$ cat config.mk
export PLATFORM = sky130hd
export DESIGN_NAME = rst_wake_ctrl
export DESIGN_NICKNAME = d
export VERILOG_FILES = /design/src/rtl/rswk_pkg.sv /design/src/rtl/rswk_sync.sv /design/src/rtl/rswk_src.sv /design/src/rtl/rswk_stretch.sv /design/src/rtl/rswk_sleep.sv /design/src/rtl/rst_wake_ctrl.sv
export SDC_FILE = /design/constraint.sdc
export NUM_CORES = 1
export LEC_CHECK = 0
export BUFFER_PORTS_ARGS = -buffer_cell sky130_fd_sc_hd__buf_2
export CORE_MARGIN = 5
export CORE_UTILIZATION = 30
export CTS_CLUSTER_SIZE = 30
export DETAILED_ROUTE_END_ITERATION = 10
export MAX_ROUTING_LAYER = met4
export PLACE_DENSITY = 0.55
export REMOVE_ABC_BUFFERS = 1
export SYNTH_ARGS = -nofsm -noshare
export SYNTH_HDL_FRONTEND = slang
export SYNTH_HIERARCHICAL = 1
export SYNTH_SLANG_ARGS = --single-unit
$ cat constraint.sdc
create_clock -name clk_i -period 2.4 [get_ports clk_i]
set_input_delay 0.48 -clock clk_i [delete_from_list [all_inputs] [get_ports clk_i]]
set_output_delay 0.48 -clock clk_i [all_outputs]
set_load 0.02 [all_outputs]
$ cat src/rtl/rswk_pkg.sv
package rswk_pkg;
  typedef enum logic [1:0] {
    CAUSE_POR  = 2'b00,
    CAUSE_WDT  = 2'b01,
    CAUSE_PIN  = 2'b10,
    CAUSE_WAKE = 2'b11
  } cause_e;

  localparam logic [1:0] MODE_ECO  = 2'b00;
  localparam logic [1:0] MODE_FULL = 2'b01;
  localparam logic [1:0] MODE_SLOW = 2'b10;
  localparam logic [1:0] MODE_IDLE = 2'b11;

  // lower rank wins
  function automatic logic [1:0] cause_rank(cause_e c);
    case (c)
      CAUSE_POR:  return 2'd0;
      CAUSE_WAKE: return 2'd1;
      CAUSE_PIN:  return 2'd2;
      default:    return 2'd3;
    endcase
  endfunction
endpackage

$ cat src/rtl/rswk_sync.sv
module rswk_sync #(
  parameter int   STAGES  = 2,
  parameter logic RST_VAL = 1'b1
) (
  input  logic clk_i,
  input  logic rst_ni,
  input  logic d_i,
  output logic q_o
);
  logic [STAGES-1:0] ff_q;

  generate
    if (STAGES == 1) begin : g_one
      always_ff @(posedge clk_i or negedge rst_ni)
        if (!rst_ni) ff_q <= RST_VAL;
        else         ff_q <= d_i;
    end else begin : g_chain
      always_ff @(posedge clk_i or negedge rst_ni)
        if (!rst_ni) ff_q <= {STAGES{RST_VAL}};
        else         ff_q <= {ff_q[STAGES-2:0], d_i};
    end
  endgenerate

  assign q_o = ff_q[STAGES-1];
endmodule

$ cat src/rtl/rswk_src.sv
module rswk_src
  import rswk_pkg::*;
(
  input  logic       por_i,
  input  logic       wdt_timeout_i,
  input  logic       wdt_en_i,
  input  logic [1:0] run_mode_i,
  input  logic       pin_low_i,
  input  logic       ext_irq_i,
  input  logic       asleep_i,
  output logic       req_o,
  output cause_e     cause_o
);
  logic mode_ok, wdt_run, wake;

  always_comb begin
    case (run_mode_i)
      MODE_ECO, MODE_FULL:  mode_ok = 1'b1;
      MODE_SLOW, MODE_IDLE: mode_ok = 1'b0;
      default:              mode_ok = 1'b0;
    endcase
  end

  assign wdt_run = wdt_timeout_i && wdt_en_i && mode_ok && !asleep_i;
  assign wake    = asleep_i && (ext_irq_i || pin_low_i || (wdt_timeout_i && wdt_en_i));
  assign req_o   = por_i || wake || pin_low_i || wdt_run;

  always_comb begin
    if (por_i)          cause_o = CAUSE_POR;
    else if (wake)      cause_o = CAUSE_WAKE;
    else if (pin_low_i) cause_o = CAUSE_PIN;
    else                cause_o = CAUSE_WDT;
  end
endmodule

$ cat src/rtl/rswk_stretch.sv
module rswk_stretch
  import rswk_pkg::*;
#(
  parameter int STRETCH = 4
) (
  input  logic   clk_i,
  input  logic   rst_ni,
  input  logic   req_i,
  input  cause_e cause_i,
  output logic   active_o,
  output cause_e cause_o
);
  localparam int CW = $clog2(STRETCH + 1);

  logic [CW-1:0] cnt_q;
  cause_e        cause_q;

  always_ff @(posedge clk_i or negedge rst_ni) begin
    if (!rst_ni) begin
      cnt_q   <= CW'(STRETCH);
      cause_q <= CAUSE_POR;
    end else begin
      if (req_i)               cnt_q <= CW'(STRETCH);
      else if (cnt_q != '0)    cnt_q <= cnt_q - CW'(1);
      // new pulse takes any cause; running pulse only upgrades
      if (req_i && (cnt_q == '0 || cause_rank(cause_i) < cause_rank(cause_q)))
        cause_q <= cause_i;
    end
  end

  assign active_o = (cnt_q != '0);
  assign cause_o  = cause_q;
endmodule

$ cat src/rtl/rswk_sleep.sv
module rswk_sleep (
  input  logic clk_i,
  input  logic rst_ni,
  input  logic sleep_req_i,
  input  logic keep_awake_i,
  input  logic rst_busy_i,
  input  logic req_i,
  output logic asleep_o
);
  logic asleep_q;

  always_ff @(posedge clk_i or negedge rst_ni) begin
    if (!rst_ni)                                          asleep_q <= 1'b0;
    else if (req_i)                                       asleep_q <= 1'b0;
    else if (sleep_req_i && !keep_awake_i && !rst_busy_i) asleep_q <= 1'b1;
  end

  assign asleep_o = asleep_q;
endmodule

$ cat src/rtl/rst_wake_ctrl.sv
module rst_wake_ctrl
  import rswk_pkg::*;
#(
  parameter int SYNC_STAGES = 2,
  parameter int STRETCH     = 4
) (
  input  logic       clk_i,
  input  logic       rst_ni,
  input  logic       por_i,
  input  logic       wdt_timeout_i,
  input  logic       wdt_en_i,
  input  logic [1:0] run_mode_i,
  input  logic       ext_rst_ni,
  input  logic       ext_irq_i,
  input  logic       sleep_req_i,
  input  logic       keep_awake_i,
  output logic       core_rst_o,
  output logic       por_flag_o,
  output logic       pc_clr_o,
  output logic       wdt_clr_o,
  output logic       wdt_dis_o,
  output logic       ctl_preset_o,
  output logic       clk_stop_o,
  output logic [1:0] cause_o
);
  logic   pin_sync, pin_low, any_req, asleep, active;
  cause_e req_cause, cur_cause;

  rswk_sync #(.STAGES(SYNC_STAGES), .RST_VAL(1'b1)) u_sync (
    .clk_i(clk_i), .rst_ni(rst_ni), .d_i(ext_rst_ni), .q_o(pin_sync)
  );
  assign pin_low = !pin_sync;

  rswk_src u_src (
    .por_i(por_i), .wdt_timeout_i(wdt_timeout_i), .wdt_en_i(wdt_en_i),
    .run_mode_i(run_mode_i), .pin_low_i(pin_low), .ext_irq_i(ext_irq_i),
    .asleep_i(asleep), .req_o(any_req), .cause_o(req_cause)
  );

  rswk_stretch #(.STRETCH(STRETCH)) u_stretch (
    .clk_i(clk_i), .rst_ni(rst_ni), .req_i(any_req), .cause_i(req_cause),
    .active_o(active), .cause_o(cur_cause)
  );

  rswk_sleep u_sleep (
    .clk_i(clk_i), .rst_ni(rst_ni), .sleep_req_i(sleep_req_i),
    .keep_awake_i(keep_awake_i), .rst_busy_i(active), .req_i(any_req),
    .asleep_o(asleep)
  );

  assign core_rst_o   = active;
  assign pc_clr_o     = active;
  assign wdt_clr_o    = active;
  assign wdt_dis_o    = active;
  assign ctl_preset_o = active;
  assign por_flag_o   = active && (cur_cause == CAUSE_POR);
  assign clk_stop_o   = asleep;
  assign cause_o      = cur_cause;
endmodule

Word level (Yosys, flattened, before mapping) --
Cells that the tools add are included.
Word-level totals: bits in registers 8, bits in latches 0, memory bits (writable) 0, memory bits (read-only) 0, input bits 11, output and inout bits 9, memories 0
Operators by class: add/subtract/negate cells 1, multipliers 0, div/mod/pow operators 0, magnitude comparators 1, equality and inequality tests 7, shift-type cells 0, mux-type cells 10, bitwise logic cells 0, reductions and logical operators 27
Operators by type and width (number):
- equality test 2 bit (second input constant) | 6
- case mux 2 bit (3 select lines) | 2
- logical AND 1 bit | 8
- zero test 2 bit | 3
- logical OR 1 bit | 6
- two-way mux 2 bit | 3
- two-way mux 3 bit | 2
- zero test 1 bit | 4
- nonzero test 2 bit | 2
- OR reduction 2 bit | 2
- zero test 3 bit | 1
- nonzero test 3 bit | 1
- subtractor 3 x 1 -> 3 bit (second input constant) | 1
- equality test 2 x 1 -> 1 bit (second input constant) | 1
- < comparator 2 bit | 1
- two-way mux 1 bit | 2
- case mux 1 bit (2 select lines) | 1

Longest topological paths before layout --
depth after elaboration 11, mapped depth 10, mapped depth without buffers 10

Modules after synthesis --
The synthesis kept the hierarchy.
By module, submodules not included:
- rswk_stretch | times used 1, cells each 34, area an instance 349.1 sq um, seq. area each 126.4 sq um
- rswk_src | times used 1, cells each 9, area an instance 57.6 sq um, seq. area each 0.0 sq um
- rswk_sync | times used 1, cells each 2, area an instance 52.6 sq um, seq. area each 52.6 sq um
- rst_wake_ctrl | times used 1, cells each 6, area an instance 46.3 sq um, seq. area each 0.0 sq um
- rswk_sleep | times used 1, cells each 4, area an instance 42.5 sq um, seq. area each 25.0 sq um

Worst setup path before layout --
Ideal clock, no wire load.
kind input -> register, start point input wdt_timeout_i, end point register u_stretch.cause_q[0] (netlist: u_stretch/cause_o[0]), library setup time 0.068 ns, arrival time 2.069 ns, required time 2.332 ns, path slack 0.264 ns, stages on the path 9, cell sequence a211oi_2 -> nor3_2 -> inv_1 -> ha_1 -> inv_1 -> ha_1 -> or4_4 -> o211ai_2 -> a32o_1
On the way: cells in the longest elaborated chain, start to end 10
RTL lines:
- start, declared | line rst_wake_ctrl.sv:10 | input logic wdt_timeout_i,
- logical AND 1 bit (*) | line rswk_src.sv:25 | assign wake = asleep_i && (ext_irq_i || pin_low_i || (wdt_timeout_i && wdt_en_i));
- logical OR 1 bit (*) | line rswk_src.sv:25
- logical AND 1 bit (*) | line rswk_src.sv:25
- two-way mux 2 bit (*) | line rswk_src.sv:30 | else if (wake) cause_o = CAUSE_WAKE;
- two-way mux 2 bit (*) | line rswk_src.sv:29 | if (por_i) cause_o = CAUSE_POR;
- named net req_cause[1] | line rst_wake_ctrl.sv:27 | cause_e req_cause, cur_cause;
- equality test 2 bit / zero test 2 bit (equally long branches) | line rswk_pkg.sv:16 | case (c)
- case mux 2 bit (3 select lines) (*) | line rswk_pkg.sv:16
- < comparator 2 bit (*) | line rswk_stretch.sv:26 | if (req_i && (cnt_q == '0 || cause_rank(cause_i) < cause_rank(cause_q)))
- logical OR 1 bit (*) | line rswk_stretch.sv:26
- logical AND 1 bit (*) | line rswk_stretch.sv:26
- end signal, assigned | line rswk_stretch.sv:27 | cause_q <= cause_i;
- end, declared | line rswk_stretch.sv:16 | cause_e cause_q;
Mark *: on every way through the listed nets, which the timed path passes. The rest lies on a longest branch. A chain may end at the register's enable or synchronous reset.

Worst setup path in the final report --
start point register u_sync.ff_q[1], end point register u_stretch.cause_q[1] (netlist: u_stretch/cause_o[1])
On the way: cells in the longest elaborated chain, start to end 11
RTL lines:
- start, declared | line rswk_sync.sv:10 | logic [STAGES-1:0] ff_q;
- start signal, assigned | line rswk_sync.sv:19 | if (!rst_ni) ff_q <= {STAGES{RST_VAL}};
- start signal, assigned | line rswk_sync.sv:20 | else ff_q <= {ff_q[STAGES-2:0], d_i};
- zero test 1 bit (*) | line rst_wake_ctrl.sv:32 | assign pin_low = !pin_sync;
- named net pin_low | line rst_wake_ctrl.sv:26 | logic pin_sync, pin_low, any_req, asleep, active;
- logical OR 1 bit (*) (2 in series) | line rswk_src.sv:25
- logical AND 1 bit (*) | line rswk_src.sv:25
- two-way mux 2 bit (*) | line rswk_src.sv:30
- two-way mux 2 bit (*) | line rswk_src.sv:29
- named net req_cause[1] | line rst_wake_ctrl.sv:27
- equality test 2 bit / zero test 2 bit (equally long branches) | line rswk_pkg.sv:16
- case mux 2 bit (3 select lines) | line rswk_pkg.sv:16
- < comparator 2 bit | line rswk_stretch.sv:26
- logical OR 1 bit | line rswk_stretch.sv:26
- logical AND 1 bit | line rswk_stretch.sv:26
Marks and branches as above.

==> metrics.yaml <==
outcome: "complete, no violations"
std_cell_rows: 15
route.vias.total: 444
rsz_0062_raised_after_global_routing: "no"
h-tree-depth: 1
cts_tree: "done"
dieHeight_um: 52.7
worst_slew_pin_slew_ns: 0.325
setup.worst_path.start_class: "flop"
flow.area_growth_from_synthesis_pct: 24.7
largest_family_of_logic_cells_by_synthesized_area: "compound AO/OA/AOI/OAI gates"
syn_avg_cell_area_um2: 9.96
hpwl_um: 834
drt_iter0_drc: 3
postCtsHoldBufs: 0
power.net_switching_mw: 0.222
layout.nets: 94
yosysWarnings: 6
post_synth_and_or_nand_nor_area_fraction_pct: 15.1
cts_sinks: 8
max_cap_violations: 0
report.final.hold_viol_count: 0
worst_path_largest_cell_delay_ns: 0.53
top_level_ports: 20
skew_ns: 0.00455
crit_path_top_delay_cell: "sky130_fd_sc_hd__or4_4"
firstDrtPassIters: 3
pwr-share-clk_pct: 19.2
cts_made_buffers: 3
buffers_added_on_ports: 18
die_width_um: 52.7
antenna_found_initial: 0
power.static_leakage_nw: 0.335
compound_gate_portion_of_the_synthesized_area_pct: 17.6
antennaDiodeCount: 0
drt.antenna.violating_nets: 0
post_synth_fa_ha_maj_area_fraction_pct: 16.0
r2r_setup_slack_ns: 0.21
ratio_of_cells_with_drive_above_1_in_the_final_layout_pct: 42.7
grt_max_degree: 11
clk_latency_ns: 0.25
final_max_slew_viol_count: 0
vias_in_the_first_global_route: 408
power_switching_share_pct: 38.7
grt_util_all_layers_pct: 8.47
floorplan.initialDensity_pct: 31.7
grt-ovfl-total: 0
vdd.ir_drop.worst_mv: 0.401
fp.dieArea_um2: 2780
critPathRequiredTime_ns: 2.59
buffer_depth_of_the_longest_clock_path: 2
cp_cell_sequence: "inv_1 > a211oi_2 > nor3_2 > inv_1 > ha_1 > inv_1 > ha_1 > or4_4 > o211ai_2 > a32o_1"
synthesis.instances: 55
yosys.area_share.xor_xnor_pct: 1.60
worst_hold_path_type: "input pin to asynchronous set/reset pin"
drt_wl_total_um: 1010
p_int_mw: 0.352
remaining_max_slew_budget_at_the_tightest_pin_pct: 78.4
cpLargestDelayFamily: "simple AND/OR/NAND/NOR gates"
share_comb_of_total_power_pct: 48.8
worst_setup_hold_path_clk_slew_ns: 0.06
period_minus_slack_ns: 2.19
p_total_mw: 0.574
fin_crit_sh_pct: 91.4
route.detailed.drc: 0
detail_route.wl_per_cell_um: 10.1
placed_cell_area_um2: 657
worstPathMaxFanout: 4
core-area_um2: 1730
portion_of_the_post_synthesis_area_used_by_sequential_elements_pct: 37.2
max_freq_mhz: 456
netlist_area_um2: 548
worst-setup-path-type: "flop to flop"
seq_power_share_pct: 32.1
critical_path_buf_inv_count: 3
post_cts_setup_inserts: 0
end_kind: "flop"
drt-vias-per-instance: 4.44
netlist-cell-type-count: 25
finish.instance_area_um2: 683
postSynthRegisterBits: 8
arrival_ns: 2.38
cpMostUsedCell: "sky130_fd_sc_hd__inv_1"
grt_pass1_wl_um: 1660
setup_viol: 0
layout.core_utilization_pct: 39.6
power.density_cell_area_nw_per_um2: 840
place_congestion: 0.730
cts.root.buffer_cell: "sky130_fd_sc_hd__clkbuf_4"
post_cts.resized_instances: 0
muxShareOfSynthArea_pct: 0
-- cell usage in the layout (no fill, tap or decap), types with 2 or more instances in the layout --
| cell | synthesis | routed |
|---|---|---|
| sky130_fd_sc_hd__a21oi_1 | 3 | 3 |
| sky130_fd_sc_hd__a32o_1 | 2 | 2 |
| sky130_fd_sc_hd__buf_2 | 1 | 18 |
| sky130_fd_sc_hd__buf_4 | 4 | 3 |
| sky130_fd_sc_hd__clkbuf_4 | 0 | 3 |
| sky130_fd_sc_hd__dfrtp_1 | 5 | 5 |
| sky130_fd_sc_hd__dfstp_2 | 3 | 3 |
| sky130_fd_sc_hd__ha_1 | 7 | 7 |
| sky130_fd_sc_hd__inv_1 | 9 | 9 |
| sky130_fd_sc_hd__nor2_1 | 5 | 5 |
-- flip-flops by register name (all words and copies together) (netlist names) --
name and flops:
u_sleep/asleep_o 1, u_stretch/cnt_q 3, u_sync/ff_q 2, u_stretch/cause_o 2
-- cell type report --
type,count,area [um2]
repair buffers,21,113
fillers,187,1040
multi-input cells,33,275
flip-flops and latches,8,204
inverters,9,33.8
clock buffers,4,26.3
well taps,25,31.3
-- power groups by stage --
stage,Sequential (mW),Clock (mW),Combinational [mW]
after CTS,0.185,0.113,0.287
after global placement,0.187,0,0.280
after floorplan,0.204,0,0.180
final,0.184,0.110,0.280
after global routing,0.188,0.124,0.312
after detailed placement,0.187,0,0.286
-- final timing paths --
check	cells after the start	to	start
max	10	u_stretch/cause_o[1]	u_sync/ff_q[1]
min	1	u_stretch/cause_o[1]	rst_ni
min in group clk_i	1	u_sync/ff_q[0]	ext_rst_ni
max in group asynchronous	1	u_sync/ff_q[1]	rst_ni
max reg2reg	10	u_stretch/cause_o[1]	u_sync/ff_q[1]
min reg2reg	0	u_sync/ff_q[1]	u_sync/ff_q[0]
-- worst register-to-register path: stages (launching register included) --
cell	delay, ns
sky130_fd_sc_hd__dfstp_2	0.36
sky130_fd_sc_hd__inv_1	0.11
sky130_fd_sc_hd__a211oi_2	0.05
sky130_fd_sc_hd__nor3_2	0.23
sky130_fd_sc_hd__inv_1	0.07
sky130_fd_sc_hd__ha_1	0.27
sky130_fd_sc_hd__inv_1	0.04
sky130_fd_sc_hd__ha_1	0.20
sky130_fd_sc_hd__or4_4	0.53
sky130_fd_sc_hd__o211ai_2	0.09
sky130_fd_sc_hd__a32o_1	0.18
-- per-stage QoR --
stage                     worst slack [ns]  TNS [ns]  hold WS (ns)  instances
after floorplan                    -0.0235   -0.0235         0.184         50
after global placement              0.0948         0         0.329         96
after detailed placement            0.0605         0         0.329         96
after CTS                            0.195         0        0.0555        100
after global routing                0.0616         0        0.0570        100
final                                0.207         0        0.0564        100
-- metal layers --
layer  global-route usage, %  up-vias  routed length, um
li1                        -      225                  -
met1                    8.93      207                454
met2                    14.5       10                498
met3                    3.42        2                 45
met4                    2.55        0                  8
met5                       -        -                  0
-- cells in the mapped netlist --
library cell | number | share of area, %
sky130_fd_sc_hd__ha_1 | 7 | 16
sky130_fd_sc_hd__nand2_1 | 1 | 0.68
sky130_fd_sc_hd__or4_4 | 1 | 2.1
sky130_fd_sc_hd__a211oi_1 | 1 | 1.4
sky130_fd_sc_hd__dfstp_2 | 3 | 14
sky130_fd_sc_hd__nor3_2 | 1 | 1.8
sky130_fd_sc_hd__inv_1 | 9 | 6.2
sky130_fd_sc_hd__o311ai_1 | 1 | 1.6
sky130_fd_sc_hd__or3b_1 | 1 | 1.6
sky130_fd_sc_hd__o21ai_1 | 1 | 0.91
sky130_fd_sc_hd__o31ai_1 | 1 | 1.4
sky130_fd_sc_hd__nand2b_1 | 1 | 1.1
sky130_fd_sc_hd__a211oi_2 | 1 | 2.3
sky130_fd_sc_hd__a22oi_1 | 1 | 1.4
sky130_fd_sc_hd__nor3b_2 | 1 | 2.3
sky130_fd_sc_hd__a32o_1 | 2 | 3.7
sky130_fd_sc_hd__nand3_1 | 1 | 0.91
sky130_fd_sc_hd__buf_2 | 1 | 0.91
sky130_fd_sc_hd__nor2b_1 | 1 | 1.1
sky130_fd_sc_hd__nor2_1 | 5 | 3.4
sky130_fd_sc_hd__dfrtp_1 | 5 | 23
sky130_fd_sc_hd__buf_4 | 4 | 5.5
sky130_fd_sc_hd__o211ai_2 | 1 | 2.3
sky130_fd_sc_hd__xnor2_1 | 1 | 1.6
sky130_fd_sc_hd__a21oi_1 | 3 | 2.7
-- logic make-up (layout without fill, tap and decap cells) --
logic type	count (synthesis)	count (layout)
AND/OR/NAND/NOR	13	13
adder cells (fa/ha/maj)	7	7
AO/OA/AOI/OAI	12	12
flip-flops	8	8
buffers and inverters	14	34
XOR/XNOR	1	1
Power figures use the tool's default switching activity.
